## src/rtl/srcaddr_guard_pkg.sv

```systemverilog
package srcaddr_guard_pkg;
    localparam int KIND_W = 3;

    typedef enum logic [KIND_W-1:0] {
        SEL_LAST    = 3'd0,
        SEL_PREF    = 3'd1,
        SEL_LOCK    = 3'd2,
        SEL_CHG_EN  = 3'd3,
        SEL_INTR_EN = 3'd4,
        SEL_CHG_ST  = 3'd5,
        SEL_INTR_ST = 3'd6
    } sel_kind_e;

    typedef enum logic {
        MON_IDLE = 1'b0,
        MON_EVAL = 1'b1
    } mon_state_e;
endpackage

```

## src/rtl/srcaddr_guard_regs.sv

```systemverilog
module srcaddr_guard_regs #(
    parameter int NUM_PORTS = 4,
    parameter int ADDR_W    = 48,
    parameter int PORT_W    = 2
) (
    input  logic                               clk,
    input  logic                               rst_n,
    input  logic                               wr_last,
    input  logic                               wr_pref,
    input  logic [PORT_W-1:0]                  wr_port,
    input  logic [ADDR_W-1:0]                  wr_data,
    input  logic                               upd_en,
    input  logic [PORT_W-1:0]                  upd_port,
    input  logic [ADDR_W-1:0]                  upd_addr,
    output logic [NUM_PORTS-1:0][ADDR_W-1:0]   last_q,
    output logic [NUM_PORTS-1:0][ADDR_W-1:0]   pref_q
);
    for (genvar i = 0; i < NUM_PORTS; i++) begin : g_port
        logic host_hit_last;
        logic host_hit_pref;
        logic frame_hit;

        assign host_hit_last = wr_last && (wr_port == PORT_W'(i));
        assign host_hit_pref = wr_pref && (wr_port == PORT_W'(i));
        assign frame_hit     = upd_en  && (upd_port == PORT_W'(i));

        // host write has priority over the frame update
        always_ff @(posedge clk) begin
            if (!rst_n) begin
                last_q[i] <= '0;
            end else if (host_hit_last) begin
                last_q[i] <= wr_data;
            end else if (frame_hit) begin
                last_q[i] <= upd_addr;
            end
        end

        always_ff @(posedge clk) begin
            if (!rst_n) begin
                pref_q[i] <= '0;
            end else if (host_hit_pref) begin
                pref_q[i] <= wr_data;
            end
        end
    end
endmodule

```

## src/rtl/srcaddr_guard_fsm.sv

```systemverilog
module srcaddr_guard_fsm
    import srcaddr_guard_pkg::*;
#(
    parameter int NUM_PORTS = 4,
    parameter int ADDR_W    = 48,
    parameter int PORT_W    = 2
) (
    input  logic                               clk,
    input  logic                               rst_n,
    input  logic                               frm_valid,
    input  logic [PORT_W-1:0]                  frm_port,
    input  logic [ADDR_W-1:0]                  frm_addr,
    input  logic [NUM_PORTS-1:0][ADDR_W-1:0]   last_q,
    input  logic [NUM_PORTS-1:0][ADDR_W-1:0]   pref_q,
    input  logic [NUM_PORTS-1:0]               lock_q,
    output logic                               commit,
    output logic [PORT_W-1:0]                  cmt_port,
    output logic [ADDR_W-1:0]                  cmt_addr,
    output logic                               cmt_upd,
    output logic                               miss_last,
    output logic                               miss_pref
);
    mon_state_e        state_q;
    mon_state_e        state_d;
    logic              accept;
    logic [PORT_W-1:0] cap_port;
    logic [ADDR_W-1:0] cap_addr;

    assign accept = frm_valid && ({1'b0, frm_port} < (PORT_W+1)'(NUM_PORTS));

    // state register and frame capture
    always_ff @(posedge clk) begin
        if (!rst_n) begin
            state_q  <= MON_IDLE;
            cap_port <= '0;
            cap_addr <= '0;
        end else begin
            state_q <= state_d;
            if (accept) begin
                cap_port <= frm_port;
                cap_addr <= frm_addr;
            end
        end
    end

    // transitions: T_ACCEPT, T_CHAIN, T_DRAIN
    always_comb begin
        state_d = state_q;
        unique case (state_q)
            MON_IDLE: state_d = accept ? MON_EVAL : MON_IDLE;
            MON_EVAL: state_d = accept ? MON_EVAL : MON_IDLE;
            default:  state_d = MON_IDLE;
        endcase
    end

    // outputs: compare against contents before this frame's own update
    always_comb begin
        commit    = 1'b0;
        cmt_upd   = 1'b0;
        miss_last = 1'b0;
        miss_pref = 1'b0;
        cmt_port  = cap_port;
        cmt_addr  = cap_addr;
        unique case (state_q)
            MON_IDLE: begin
                commit = 1'b0;
            end
            MON_EVAL: begin
                commit    = 1'b1;
                miss_last = (cap_addr != last_q[cap_port]);
                miss_pref = (cap_addr != pref_q[cap_port]);
                cmt_upd   = !lock_q[cap_port];
            end
            default: commit = 1'b0;
        endcase
    end
endmodule

```

## src/rtl/srcaddr_guard_status.sv

```systemverilog
module srcaddr_guard_status #(
    parameter int NUM_PORTS = 4,
    parameter int PORT_W    = 2
) (
    input  logic                 clk,
    input  logic                 rst_n,
    input  logic                 wr_lock,
    input  logic                 wr_chg_en,
    input  logic                 wr_intr_en,
    input  logic                 clr_chg,
    input  logic                 clr_intr,
    input  logic [NUM_PORTS-1:0] wr_bits,
    input  logic                 commit,
    input  logic [PORT_W-1:0]    cmt_port,
    input  logic                 miss_last,
    input  logic                 miss_pref,
    output logic [NUM_PORTS-1:0] lock_q,
    output logic [NUM_PORTS-1:0] chg_en,
    output logic [NUM_PORTS-1:0] intr_en,
    output logic [NUM_PORTS-1:0] chg_st,
    output logic [NUM_PORTS-1:0] intr_st,
    output logic [NUM_PORTS-1:0] chg_irq,
    output logic [NUM_PORTS-1:0] intr_irq,
    output logic                 irq
);
    always_ff @(posedge clk) begin
        if (!rst_n) begin
            lock_q  <= '0;
            chg_en  <= '0;
            intr_en <= '0;
        end else begin
            if (wr_lock)    lock_q  <= wr_bits;
            if (wr_chg_en)  chg_en  <= wr_bits;
            if (wr_intr_en) intr_en <= wr_bits;
        end
    end

    for (genvar i = 0; i < NUM_PORTS; i++) begin : g_flag
        logic on_port;
        assign on_port = commit && (cmt_port == PORT_W'(i));

        // set beats clear
        always_ff @(posedge clk) begin
            if (!rst_n) begin
                chg_st[i] <= 1'b0;
            end else if (on_port && miss_last && miss_pref) begin
                chg_st[i] <= 1'b1;
            end else if (clr_chg && wr_bits[i]) begin
                chg_st[i] <= 1'b0;
            end
        end

        always_ff @(posedge clk) begin
            if (!rst_n) begin
                intr_st[i] <= 1'b0;
            end else if (on_port && miss_pref) begin
                intr_st[i] <= 1'b1;
            end else if (clr_intr && wr_bits[i]) begin
                intr_st[i] <= 1'b0;
            end
        end
    end

    assign chg_irq  = chg_st & chg_en;
    assign intr_irq = intr_st & intr_en;
    assign irq      = |{chg_irq, intr_irq};
endmodule

```

## src/rtl/srcaddr_guard.sv

```systemverilog
module srcaddr_guard
    import srcaddr_guard_pkg::*;
#(
    parameter  int NUM_PORTS = 4,
    parameter  int ADDR_W    = 48,
    localparam int PORT_W    = (NUM_PORTS > 1) ? $clog2(NUM_PORTS) : 1,
    localparam int HA_W      = KIND_W + PORT_W
) (
    input  logic                 clk,
    input  logic                 rst_n,
    input  logic                 frm_valid,
    input  logic [PORT_W-1:0]    frm_port,
    input  logic [ADDR_W-1:0]    frm_srcaddr,
    input  logic                 hst_wr,
    input  logic                 hst_rd,
    input  logic [HA_W-1:0]      hst_addr,
    input  logic [ADDR_W-1:0]    hst_wdata,
    output logic [ADDR_W-1:0]    hst_rdata,
    output logic [NUM_PORTS-1:0] chg_flag,
    output logic [NUM_PORTS-1:0] intr_flag,
    output logic [NUM_PORTS-1:0] chg_irq,
    output logic [NUM_PORTS-1:0] intr_irq,
    output logic                 irq
);
    logic [KIND_W-1:0]               hst_kind;
    logic [PORT_W-1:0]               hst_port;
    logic                            wr_last, wr_pref, wr_lock;
    logic                            wr_chg_en, wr_intr_en, clr_chg, clr_intr;
    logic [NUM_PORTS-1:0][ADDR_W-1:0] last_q, pref_q;
    logic [NUM_PORTS-1:0]            lock_q, chg_en, intr_en;
    logic                            commit, cmt_upd, miss_last, miss_pref;
    logic [PORT_W-1:0]               cmt_port;
    logic [ADDR_W-1:0]               cmt_addr;

    assign hst_kind   = hst_addr[HA_W-1:PORT_W];
    assign hst_port   = hst_addr[PORT_W-1:0];
    assign wr_last    = hst_wr && (hst_kind == SEL_LAST);
    assign wr_pref    = hst_wr && (hst_kind == SEL_PREF);
    assign wr_lock    = hst_wr && (hst_kind == SEL_LOCK);
    assign wr_chg_en  = hst_wr && (hst_kind == SEL_CHG_EN);
    assign wr_intr_en = hst_wr && (hst_kind == SEL_INTR_EN);
    assign clr_chg    = hst_wr && (hst_kind == SEL_CHG_ST);
    assign clr_intr   = hst_wr && (hst_kind == SEL_INTR_ST);

    srcaddr_guard_regs #(
        .NUM_PORTS(NUM_PORTS), .ADDR_W(ADDR_W), .PORT_W(PORT_W)
    ) u_regs (
        .clk      (clk),
        .rst_n    (rst_n),
        .wr_last  (wr_last),
        .wr_pref  (wr_pref),
        .wr_port  (hst_port),
        .wr_data  (hst_wdata),
        .upd_en   (commit && cmt_upd),
        .upd_port (cmt_port),
        .upd_addr (cmt_addr),
        .last_q   (last_q),
        .pref_q   (pref_q)
    );

    srcaddr_guard_fsm #(
        .NUM_PORTS(NUM_PORTS), .ADDR_W(ADDR_W), .PORT_W(PORT_W)
    ) u_fsm (
        .clk       (clk),
        .rst_n     (rst_n),
        .frm_valid (frm_valid),
        .frm_port  (frm_port),
        .frm_addr  (frm_srcaddr),
        .last_q    (last_q),
        .pref_q    (pref_q),
        .lock_q    (lock_q),
        .commit    (commit),
        .cmt_port  (cmt_port),
        .cmt_addr  (cmt_addr),
        .cmt_upd   (cmt_upd),
        .miss_last (miss_last),
        .miss_pref (miss_pref)
    );

    srcaddr_guard_status #(
        .NUM_PORTS(NUM_PORTS), .PORT_W(PORT_W)
    ) u_status (
        .clk        (clk),
        .rst_n      (rst_n),
        .wr_lock    (wr_lock),
        .wr_chg_en  (wr_chg_en),
        .wr_intr_en (wr_intr_en),
        .clr_chg    (clr_chg),
        .clr_intr   (clr_intr),
        .wr_bits    (hst_wdata[NUM_PORTS-1:0]),
        .commit     (commit),
        .cmt_port   (cmt_port),
        .miss_last  (miss_last),
        .miss_pref  (miss_pref),
        .lock_q     (lock_q),
        .chg_en     (chg_en),
        .intr_en    (intr_en),
        .chg_st     (chg_flag),
        .intr_st    (intr_flag),
        .chg_irq    (chg_irq),
        .intr_irq   (intr_irq),
        .irq        (irq)
    );

    // registered host read mux
    always_ff @(posedge clk) begin
        if (!rst_n) begin
            hst_rdata <= '0;
        end else if (hst_rd) begin
            case (hst_kind)
                SEL_LAST:    hst_rdata <= last_q[hst_port];
                SEL_PREF:    hst_rdata <= pref_q[hst_port];
                SEL_LOCK:    hst_rdata <= ADDR_W'(lock_q);
                SEL_CHG_EN:  hst_rdata <= ADDR_W'(chg_en);
                SEL_INTR_EN: hst_rdata <= ADDR_W'(intr_en);
                SEL_CHG_ST:  hst_rdata <= ADDR_W'(chg_flag);
                SEL_INTR_ST: hst_rdata <= ADDR_W'(intr_flag);
                default:     hst_rdata <= '0;
            endcase
        end
    end
endmodule

```

## config.mk

```make
export PLATFORM = sky130hd
export DESIGN_NAME = srcaddr_guard
export DESIGN_NICKNAME = d
export VERILOG_FILES = /design/src/rtl/srcaddr_guard_pkg.sv /design/src/rtl/srcaddr_guard_regs.sv /design/src/rtl/srcaddr_guard_fsm.sv /design/src/rtl/srcaddr_guard_status.sv /design/src/rtl/srcaddr_guard.sv
export SDC_FILE = /design/constraint.sdc
export NUM_CORES = 1
export LEC_CHECK = 0
export BUFFER_PORTS_ARGS = -buffer_cell sky130_fd_sc_hd__buf_2
export CAP_MARGIN = 0
export CORE_MARGIN = 8
export CORE_UTILIZATION = 55
export CTS_BUF_LIST = sky130_fd_sc_hd__clkbuf_16
export CTS_CLUSTER_SIZE = 12
export DETAILED_ROUTE_END_ITERATION = 10
export GPL_TIMING_DRIVEN = 1
export HOLD_SLACK_MARGIN = 0.02
export PLACE_DENSITY = 0.83
export REMOVE_ABC_BUFFERS = 1
export SLEW_MARGIN = 30
export SYNTH_ARGS = -nofsm -noshare
export SYNTH_HDL_FRONTEND = slang
export SYNTH_SLANG_ARGS = --single-unit
```

## constraint.sdc

```tcl
create_clock -name clk -period 2.45 [get_ports clk]
set_input_delay 0.49 -clock clk [delete_from_list [all_inputs] [get_ports clk]]
set_output_delay 0.49 -clock clk [all_outputs]
set_load 0.05 [all_outputs]
```

# Word-level counts from Yosys, hierarchy flattened
# Index checks and enable logic that the tools add are counted.
# totals
wordCells,143
ff_bits,503
# op_classes
n_reduce_logical,61
bitwise_logic,3
eq_ne,14
n_mux,40
n_lt_le_gt_ge,2
# op_table
cell,n
two-way mux 48 bit,12
binary-select mux 48 bit (select 2 bit),4
one-hot mux 48 bit (7 select lines),1
inequality test 48 bit,2
logical AND 1 bit,44
nonzero test 2 bit,12
two-way mux 1 bit,21
"equality test 3 bit, second input constant",3
AND 4 bit,2
"equality test 2 bit, second input constant",4
OR reduction 8 bit,1
"equality test 3 x 2 -> 1 bit, second input constant",2
"< comparator 2 x 3 -> 1 bit, second input constant",2
"equality test 2 x 1 -> 1 bit, second input constant",2
zero test 2 bit,2
"equality test 3 x 1 -> 1 bit, second input constant",1
zero test 3 bit,1
binary-select mux 1 bit (select 2 bit),1
one-hot mux 1 bit (2 select lines),1
zero test 1 bit,1
NOT 1 bit,1

# Logic depth before layout (Yosys ltp)
# Gate-level depths: netlist of run 1.
# depth
depth_word,8
mapped_depth,11
depth_no_buf,7

# Cells and area by module
# A second synthesis of run 1 with hierarchy kept.
# unflattened
hier_cells,2789
area_unflattened_um2,25856.0
# by_module_without_submodules
module,seq_area_each_um2,area_each_um2,n_inst,cells_per_inst
srcaddr_guard_regs,7687.4,15174.6,1,1914
srcaddr_guard_fsm,1021.0,5260.0,1,411
srcaddr_guard,960.9,4570.6,1,378
srcaddr_guard_status,400.4,850.8,1,86

# Worst setup path before layout of run 1
# OpenSTA, ideal clock, no wires.
# synth_timing
path_kind,reg-to-output
start,register u_status.intr_st[1]
end,output irq
stages_incl_launch_ff,4
setup_slack_ns,-0.194
path_buffers,0
required_time_ns,1.960
arrival_ns,2.154
cell_sequence,dfxtp_1 > and2_1 > or4_1 > or4_1
# synth_between
elab_chain_len,2
# synth_lines
element,line_no,text
"start, declared",srcaddr_guard_status.sv:21,"output logic [NUM_PORTS-1:0] intr_st,"
"start signal, assigned by index",srcaddr_guard_status.sv:55,intr_st[i] <= 1'b0;
"start signal, assigned by index",srcaddr_guard_status.sv:57,intr_st[i] <= 1'b1;
"start signal, assigned by index",srcaddr_guard_status.sv:59,intr_st[i] <= 1'b0;
AND 4 bit,srcaddr_guard_status.sv:65,assign intr_irq = intr_st & intr_en;
net intr_irq[1],srcaddr_guard.sv:22,"output logic [NUM_PORTS-1:0] intr_irq,"
OR reduction 8 bit,srcaddr_guard_status.sv:66,"assign irq = |{chg_irq, intr_irq};"
"end, declared",srcaddr_guard.sv:23,output logic irq
# The timed path passes the listed nets, and every way through them passes these cells.

# Final worst setup path of run 1
# layout_timing
start,register u_fsm.cap_port[0] (netlist: u_fsm.cmt_port[0])
end,register u_status.intr_st[2]
# layout_between
elab_chain_len,6
elab_cells_between_ends,9
classes_between,eq/ne: 2; mux: 4; reduce/logical: 3
# layout_lines
element,line_no,text
"start, declared",srcaddr_guard_fsm.sv:26,logic [PORT_W-1:0] cap_port;
"start signal, assigned",srcaddr_guard_fsm.sv:40,cap_port <= frm_port;
binary-select mux 48 bit (select 2 bit),srcaddr_guard_fsm.sv:71,miss_pref = (cap_addr != pref_q[cap_port]);
two-way mux 48 bit (implied by the code),srcaddr_guard_fsm.sv:71,
inequality test 48 bit,srcaddr_guard_fsm.sv:71,
two-way mux 1 bit,srcaddr_guard_fsm.sv:64,unique case (state_q)
logical AND 1 bit (*),srcaddr_guard_status.sv:56,end else if (on_port && miss_pref) begin
two-way mux 1 bit / nonzero test 2 bit (equally long branches),n/a,
# Mark *: on every way between the ends. The rest lies on a longest branch, timed or not. The select of a mux whose other input is x is not followed.
# A chain may end at the register's enable or synchronous reset.

==> impl.org, run 1 <==
** Detailed routing
- Total wire length :: 86,700 um
- Summing over every cut layer, the via total after detailed routing is 22,900.
- After detailed routing, the average wire length per cell comes to 24.7 um.
- Number of antenna-violating nets in the routed design :: 0
- First-pass iteration count of the detailed router :: 6
- Remaining routing DRC violations :: 0
- DRT iter0 DRCs :: 3,115
- Dividing the detail-routed via count by the number of cells gives 6.53.

** Finish
- Post-route standard cell area excluding fillers :: 31,400 um2
- In the layout the commonest cells are nand2_1, dfxtp_1, mux2i_1.
- Fraction of final layout cells with drive strength greater than 1 :: 23.4%
- Net total in the final layout :: 2,917
- The library cell used most frequently in the layout, excluding fill and tap cells, is nand2_1.
- Area Overhead vs Synth :: 15.1%
- Filler Cell Count :: 3,561

** CTS
- Largest buffer count on any clock path :: 3
- In this run the number of H-tree levels came out at 2.
- Hold Buf Count CTS :: 0
- Root buffer selected by CTS :: clkbuf_16
- Skew-Pair Late Insertion Delay :: 0.62 ns
- Inserted Clock Buffers :: 52
- CTS tree :: yes
- Counting every sink on the clock net gives 503.
- Clock-pin slew was measured on the worst setup and hold paths at 0.06 ns.

** Die
- Effective utilization at floorplan :: 55.7%
- Std-Cell Rows :: 81
- I/O pin cnt :: 173
- Full die area :: 56,900 um2
- DIE HEIGHT :: 239 um
- Die span in x :: 239 um
- Area of the placeable core :: 49,000 um2

** Min path
- Counting instances, the worst hold path has a depth of 3.
- Hold path start :: frm_srcaddr[47]
- Type of the tightest min-delay check :: input pin to flip-flop
- The worst hold path terminates at u_fsm.cmt_addr[47].

** Synth
- Instance count of the mapped netlist :: 2,730
- In the synthesized netlist the async set-or-reset flop fraction comes to 0%.
- Largest cells by area after synthesis :: dfxtp_1, mux4_2, mux2i_1, nand2_1, o211a_1
- The biggest area contributor in the post-synthesis netlist is dfxtp_1.
- Summing the sequential cell areas from Yosys gives 37.0% of the chip area.
- Cell area after technology mapping :: 27,200 um2
- After synthesis the netlist holds a flip-flop and latch count of 503.
- In this run, synthesis inferred 0 flip-flops with an integrated enable.
- Top cell type's share of synthesized area :: 37.0%
- The most used flip-flop cell after synthesis is dfxtp_1.
- Synth cell types :: 41
- A synthesized cell averages 9.98 um2.
- The Yosys step of the flow raised 0 warnings.

** Outcome
- Result of the run :: complete, but fails checks
- The checks that failed: setup timing.

** Worst setup path
- Counting cells, the worst reg-to-reg path comes to 13.
- The worst register-to-register path begins at u_fsm.cmt_port[0].
- Register-to-register path setup slack :: -0.64 ns
- Of all nets on the critical path, the largest fanout is 8.
- For the worst setup path, the data required time is 2.95 ns.
- Capture point of the worst reg-to-reg path :: u_status.intr_st[2]
- STA classifies the critical path endpoint as a flip-flop.
- CP startpoint kind :: flip-flop
- STA puts the critical path data arrival time at 3.59 ns.
- The setup path with the least slack is of type flip-flop to flip-flop.

** Job
- Maxcap violations :: 0

** STA
- Unrepaired setup endpoints after global routing :: true
- Period utilisation layout :: 126%
- Max Freq :: 324 MHz
- Final clock skew :: 0.0167 ns
- The smallest clock period supported by the final layout is computed as 3.09 ns.
- Number of hold violations in the final report :: 0
- Normalized max-slew margin :: 58.2%
- Worst path setup slack after routing :: -0.637 ns
- At the pin with the least slew margin, the transition time is 0.626 ns.
- The tightest hold path in the finished design has a slack of 0.127 ns.
- Setup violations remaining at the end of the flow were counted as 14.
- The final-report max-slew violation count came to 0.

** Global routing
- Routing usage on met3 :: 6.77%
- For this run the aggregate overflow at the end of global routing stands at 0.
- Global routing used 28.9% of the available tracks across all layers.
- GR Layer Usage met2 :: 46.7%
- Met1 usage :: 35.9%
- Most congested layer reported by global routing :: met2
- Maximum number of pins on one net before global-route repair :: 93
- The number of antenna violations at the first check in global routing was 6.
- The number of global-route vias before repair was 23,300.
- The first global-routing pass estimated 132,000 um of wire.

** Pwr
- Part of the total power dissipated in sequential elements :: 47.4%
- The clock network accounts for 40.9% of the total power.
- Worst-case vdd ir drop :: 0.477 mV
- Final Total Pwr :: 18.0 mW
- P_int :: 13.3 mW
- In this run the power density over the cells is 575 nW/um2.
- Leakage :: 14.0 nW
- Proportion of power drawn by combinational gates :: 11.7%
- Switching power as a share of total power :: 26.2%
- In this run the power spent charging and discharging nets is 4.72 mW.

** Placed design
- HPWL after detailed placement :: 54,500 um
- Port Buf Inserts :: 172
- Routability-driven placement finished with a final weighted congestion of 0.890.
- Cell area after placement :: 29,200 um2
==> critical path, cell delays in order (launching register included) <==
cell	delay (ns)
dfxtp_4	0.43
buf_12	0.13
buf_12	0.13
buf_6	0.10
buf_4	0.09
mux4_2	0.52
xnor2_2	0.28
nand4_1	0.26
nor4_2	0.32
buf_4	0.19
a31oi_4	0.08
buf_6	0.16
a32oi_2	0.22
nor2b_1	0.06
==> worst max-delay path by stage <==
stage | cells after the start | slack [ns] | to | start
floorplan | 5 | -6.67 | u_regs.last_q[48] | u_fsm.cmt_port[0]
global placement | 10 | -0.51 | u_status.chg_st[0] | u_fsm.cmt_port[0]
detailed placement | 10 | -0.55 | u_status.chg_st[3] | u_fsm.cmt_port[0]
CTS | 11 | -0.35 | u_status.intr_st[3] | u_fsm.cmt_port[0]
global route | 12 | -0.67 | u_status.intr_st[2] | u_fsm.cmt_port[0]
finish | 13 | -0.64 | u_status.intr_st[2] | u_fsm.cmt_port[0]
==> power groups by stage <==
stage | Sequential (mW) | Clock (mW) | Combinational, mW
6_report | 8.55 | 7.38 | 2.10
4_1_cts | 8.54 | 7.41 | 1.98
5_1_grt | 8.56 | 7.77 | 2.20
3_3_place_gp | 8.70 | 0 | 1.88
2_1_floorplan | 8.73 | 0 | 0.875
3_5_place_dp | 8.71 | 0 | 1.93
==> through the flow <==
| step | util (%) | setup TNS [ns] | setup slack, ns | instances |
|---|---|---|---|---|
| final | 64.1 | -5.04 | -0.637 | 3506 |
| after global routing | 64.1 | -6.06 | -0.669 | 3505 |
| after CTS | 63.3 | -2.90 | -0.348 | 3482 |
| after detailed placement | 59.7 | -4.10 | -0.546 | 3383 |
| after global placement | 59.7 | -3.99 | -0.513 | 3383 |
| after floorplan | - | -1570.10 | -6.67 | 2399 |
==> final cells by class <==
type                       count  area (um2)  share of cell area (%)
inverter                      50         188                   0.599
sequential                   503       10100                    32.2
tap                          664         831                    2.65
clock buffer                  52        1300                    4.15
clock inverter                32         216                   0.690
timing repair buffer         356        2980                    9.52
antenna                        3        7.51                  0.0239
multi-input combinational   1846       15700                    50.2
==> registers in the layout (all words and copies together), names as in the netlist <==
| name | count |
|---|---|
| hst_rdata | 48 |
| u_fsm.cmt_addr | 48 |
| u_fsm.cmt_port | 2 |
| u_fsm.state_q | 1 |
| u_regs.last_q | 192 |
| u_regs.pref_q | 192 |
| u_status.chg_en | 4 |
| u_status.chg_st | 4 |
| u_status.intr_en | 4 |
| u_status.intr_st | 4 |
| u_status.lock_q | 4 |
==> cell families (layout without fill, tap and decap cells) <==
| group | Yosys count | after routing | synth area share [%] |
|---|---|---|---|
| compound gates | 500 | 500 | 15.4 |
| xor+xnor | 100 | 100 | 3.21 |
| buf+inv | 381 | 490 | 6.42 |
| flops | 503 | 503 | 37.0 |
| mux | 458 | 458 | 25.5 |
| other cells | 0 | 3 | 0 |
| simple gates | 788 | 788 | 12.6 |
==> Yosys cell counts, types with 14 or more instances <==
master	number
nand2_1	598
mux4_2	188
mux2i_1	267
inv_1	49
buf_1	19
xor2_1	52
a21boi_0	192
buf_2	33
nor2b_1	71
o22ai_1	47
o211a_1	192
a22oi_1	44
nor4_1	14
nand4_1	18
buf_4	52
clkbuf_1	216
dfxtp_1	503
and2_1	56
xnor2_1	48
==> routing by layer <==
layer / part of all wire [%] / wire length [um]
met4: 4.9 / 4280
met5: 0.048 / 42
met2: 47 / 40600
met3: 11 / 9540
met1: 37 / 32200
==> what timing repair did <==
item                                    CTS  global route
endpoints found under the setup margin   16            38
gates resized for setup                  22            27
cloned                                    0             2
pin swaps                                14            18
setup buffers                            15            20
Power figures use the tool's default switching activity.
==> run 2, diff against run 1 <==
--- a/config.mk
+++ b/config.mk
@@ -14,7 +14,7 @@
 export DETAILED_ROUTE_END_ITERATION = 10
 export GPL_TIMING_DRIVEN = 1
 export HOLD_SLACK_MARGIN = 0.02
-export PLACE_DENSITY = 0.83
+export PLACE_DENSITY = 0.75
 export REMOVE_ABC_BUFFERS = 1
 export SLEW_MARGIN = 30
 export SYNTH_ARGS = -nofsm -noshare
==> run 2 against run 1 <==
  * Critical path depth decreased by 3
  * Design area increased by 1.5%
  * Critical path type unchanged
  * Final cell count increased by 1.3%
  * Via count decreased by 1.6%
  * Clock skew about the same
  * Non-clock buffer count increased by 28
  * Flip-flop and latch count unchanged
  * Count of clock-buffer cells in the layout increased by 3
  * The run still ends with setup timing left
  * Maximum frequency increased by 5.7%
  * Largest cell class unchanged
  * First-iteration DRC count decreased by 24%
  * Clock power increased by 4.1%
  * Worst hold slack improved by 0.0074 ns
==> impl.org, run 2 (synthesized netlist as in run 1, its figures left out) <==
** Pwr
- Across the VDD grid, the largest voltage drop is 0.525 mV.
- P_int :: 13.6 mW
- The clock network accounts for 41.8% of the total power.
- For this design the total switching power over the nets is 4.82 mW.
- Per report_power, the sequential group accounts for 46.4% of the total.
- Switching power as a share of total power :: 26.2%
- In this run, the combinational gates consume 11.8% of the power.
- Dividing total power by cell area gives a power density of 578 nW/um2.
- For this design the static power due to leakage is 14.3 nW.

** CTS
- CTS tree :: yes
- Register clock-pin slew on the reported worst setup and hold paths :: 0.06 ns
- Hold Buf Count CTS :: 0
- Largest buffer count on any clock path :: 3
- Clock H-tree levels :: 2
- TritonCTS Sinks :: 503
- Skew-Pair Late Insertion Delay :: 0.62 ns
- Inserted Clock Buffers :: 55
- Root buffer selected by CTS :: clkbuf_16

** Placed design
- Before CTS, the worst setup slack after placement is -0.705 ns.
- Port Buf Inserts :: 172
- At the end of routability-driven placement, the weighted congestion stood at 0.911.
- The wire-length estimate of the detail-placed layout is 55,700 um.

** STA
- Time the worst path needs with I/O delays and setup :: 2.92 ns
- Period utilisation layout :: 119%
- After layout, the worst setup slack is -0.470 ns.
- Setup repair after global routing could not meet its margin everywhere.
- The number of hold violations in the final report was 0.
- Total setup violations reported at the end of the flow :: 9
- Final clock skew :: 0.0170 ns
- Setup total negative slack on the finished layout was measured at -3.59 ns.
- Measured against its own limit, the worst slew margin works out to 56.2%.
- At the pin with the least slew margin, the transition time is 0.655 ns.
- The final-report max-slew violation count was 0.
- Derived from the worst setup path, the maximum achievable clock frequency is 342 MHz.

** Finish
- The largest registers in the layout are u_regs.last_q (192), u_regs.pref_q (192).
- Leaving out fill and tap cells, the most frequent cell in the layout is nand2_1.
- Commonest cells after routing, fill and taps aside :: nand2_1, dfxtp_1, mux2i_1
- Area Overhead vs Synth :: 16.8%
- Filler Cell Count :: 3,663
- Fraction of final layout cells with drive strength greater than 1 :: 24.3%
- Net total in the final layout :: 2,948

** Global routing
- Entering global routing, the biggest net connects 106 pins.
- Via count of the first global-routing pass :: 22,600
- The first global-routing pass estimated 132,000 um of wire.
- Number of antenna violations at the first check in global routing :: 7
- All-layer global routing usage :: 29.2%
- The total overflow left after global routing is 0.

** Outcome
- Result of the run :: complete, but fails checks
- The final reports fail on setup timing.

** Die
- I/O pin cnt :: 173
- Full die area :: 56,900 um2
- The die is 239 um wide.
- Effective utilization at floorplan :: 55.7%
- The die is 239 um tall.
- Area of the placeable core :: 49,000 um2
- Std-Cell Rows :: 81

** Detailed routing
- Total wire length :: 85,900 um
- Overall via count from detail_route :: 22,500
- After detailed routing, the number of remaining DRC violations is 0.
- Vias per cell :: 6.35
- First-pass iteration count of the detailed router :: 6
- After detailed routing, the average wire length per cell comes to 24.2 um.
- The count of nets left with antenna violations once routing finished came out at 0.
- After the first detailed-routing iteration, the DRC count stood at 2,371.

** Worst setup path
- The worst setup path is captured at a flip-flop.
- Arrival @ worst endpoint :: 3.42 ns
- Critical path class :: flip-flop to flip-flop
- In this run the worst path has a maximum fanout of 6.
- STA puts the critical path data required time at 2.95 ns.
- Register-to-register path setup slack :: -0.47 ns
- STA classifies the critical path startpoint as a flip-flop.

** Job
- The tool flagged a number of max-cap violations equal to 0.

** Min path
- The min-delay analysis places its worst path in the category input pin to flip-flop.
==> run 2: repair_timing <==
| action | in CTS | in global routing |
|---|---|---|
| hold endpoints to repair | 0 | 0 |
| cloned | 3 | 0 |
| gates resized for setup | 44 | 30 |
| pin swaps | 27 | 18 |
| endpoints found under the setup margin | 9 | 9 |
| buffers inserted | 12 | 10 |
==> run 2: worst paths after layout <==
| path | from | cells past startpoint | to |
|---|---|---|---|
| setup / recovery | u_fsm.cmt_port[0] | 10 | u_status.intr_st[1] |
| hold / removal | frm_srcaddr[3] | 3 | u_fsm.cmt_addr[3] |
| setup reg to reg | u_fsm.cmt_port[0] | 10 | u_status.intr_st[1] |
| hold reg to reg | u_regs.pref_q[39] | 2 | u_regs.pref_q[39] |
==> run 2: power groups by stage <==
| stage | sequential, mW | clock [mW] | combinational (mW) |
|---|---|---|---|
| 2_1_floorplan | 8.73 | 0 | 0.875 |
| 3_3_place_gp | 8.69 | 0 | 1.94 |
| 3_5_place_dp | 8.70 | 0 | 1.98 |
| 4_1_cts | 8.52 | 7.73 | 2.09 |
| 5_1_grt | 8.54 | 8.07 | 2.28 |
| 6_report | 8.53 | 7.68 | 2.17 |
==> run 2: layer usage <==
metal | share of wire (%) | vias up | GRT usage [%] | routed length (um)
met5 | 0.027 | - | 0 | 23
met1 | 39 | 11100 | 37.8 | 33600
met4 | 3.8 | 4 | 13.7 | 3270
li1 | - | 9900 | - | -
met3 | 10 | 248 | 5.88 | 8560
met2 | 47 | 1285 | 46.8 | 40400
==> run 2: area by class of cell <==
type | instances | area [um2] | share of cell area (%)
Antenna cell | 6 | 15.0 | 0.0472
Clock buffer | 55 | 1380 | 4.32
Clock inverter | 42 | 238 | 0.747
Inverter | 50 | 188 | 0.589
Multi-Input combinational cell | 1846 | 15800 | 49.7
Sequential cell | 503 | 10100 | 31.7
Tap cell | 664 | 831 | 2.61
Timing Repair Buffer | 384 | 3290 | 10.3
==> run 2: worst max-delay path, stage by stage, from the launching register on <==
cell and delay, ns:
dfxtp_4 0.41, buf_8 0.13, buf_12 0.13, mux4_2 0.52
xnor2_2 0.25, nand4_1 0.33, nor4_4 0.43, a31oi_4 0.17
buf_6 0.16, a32oi_1 0.20, nor2b_1 0.08
==> run 2: through the flow <==
step / cell area (um2) / instances / utilization [%] / total power [mW] / hold slack [ns]
after global routing: 31800 / 3548 / 65.0 / 18.9 / 0.137
after global placement: 29500 / 3424 / 60.4 / 10.6 / 0.456
after CTS: 31600 / 3536 / 64.5 / 18.3 / 0.115
after floorplan: 25700 / 2399 / - / 9.60 / 0.448
final: 31800 / 3550 / 65.0 / 18.4 / 0.135
after detailed placement: 29500 / 3424 / 60.4 / 10.7 / 0.470
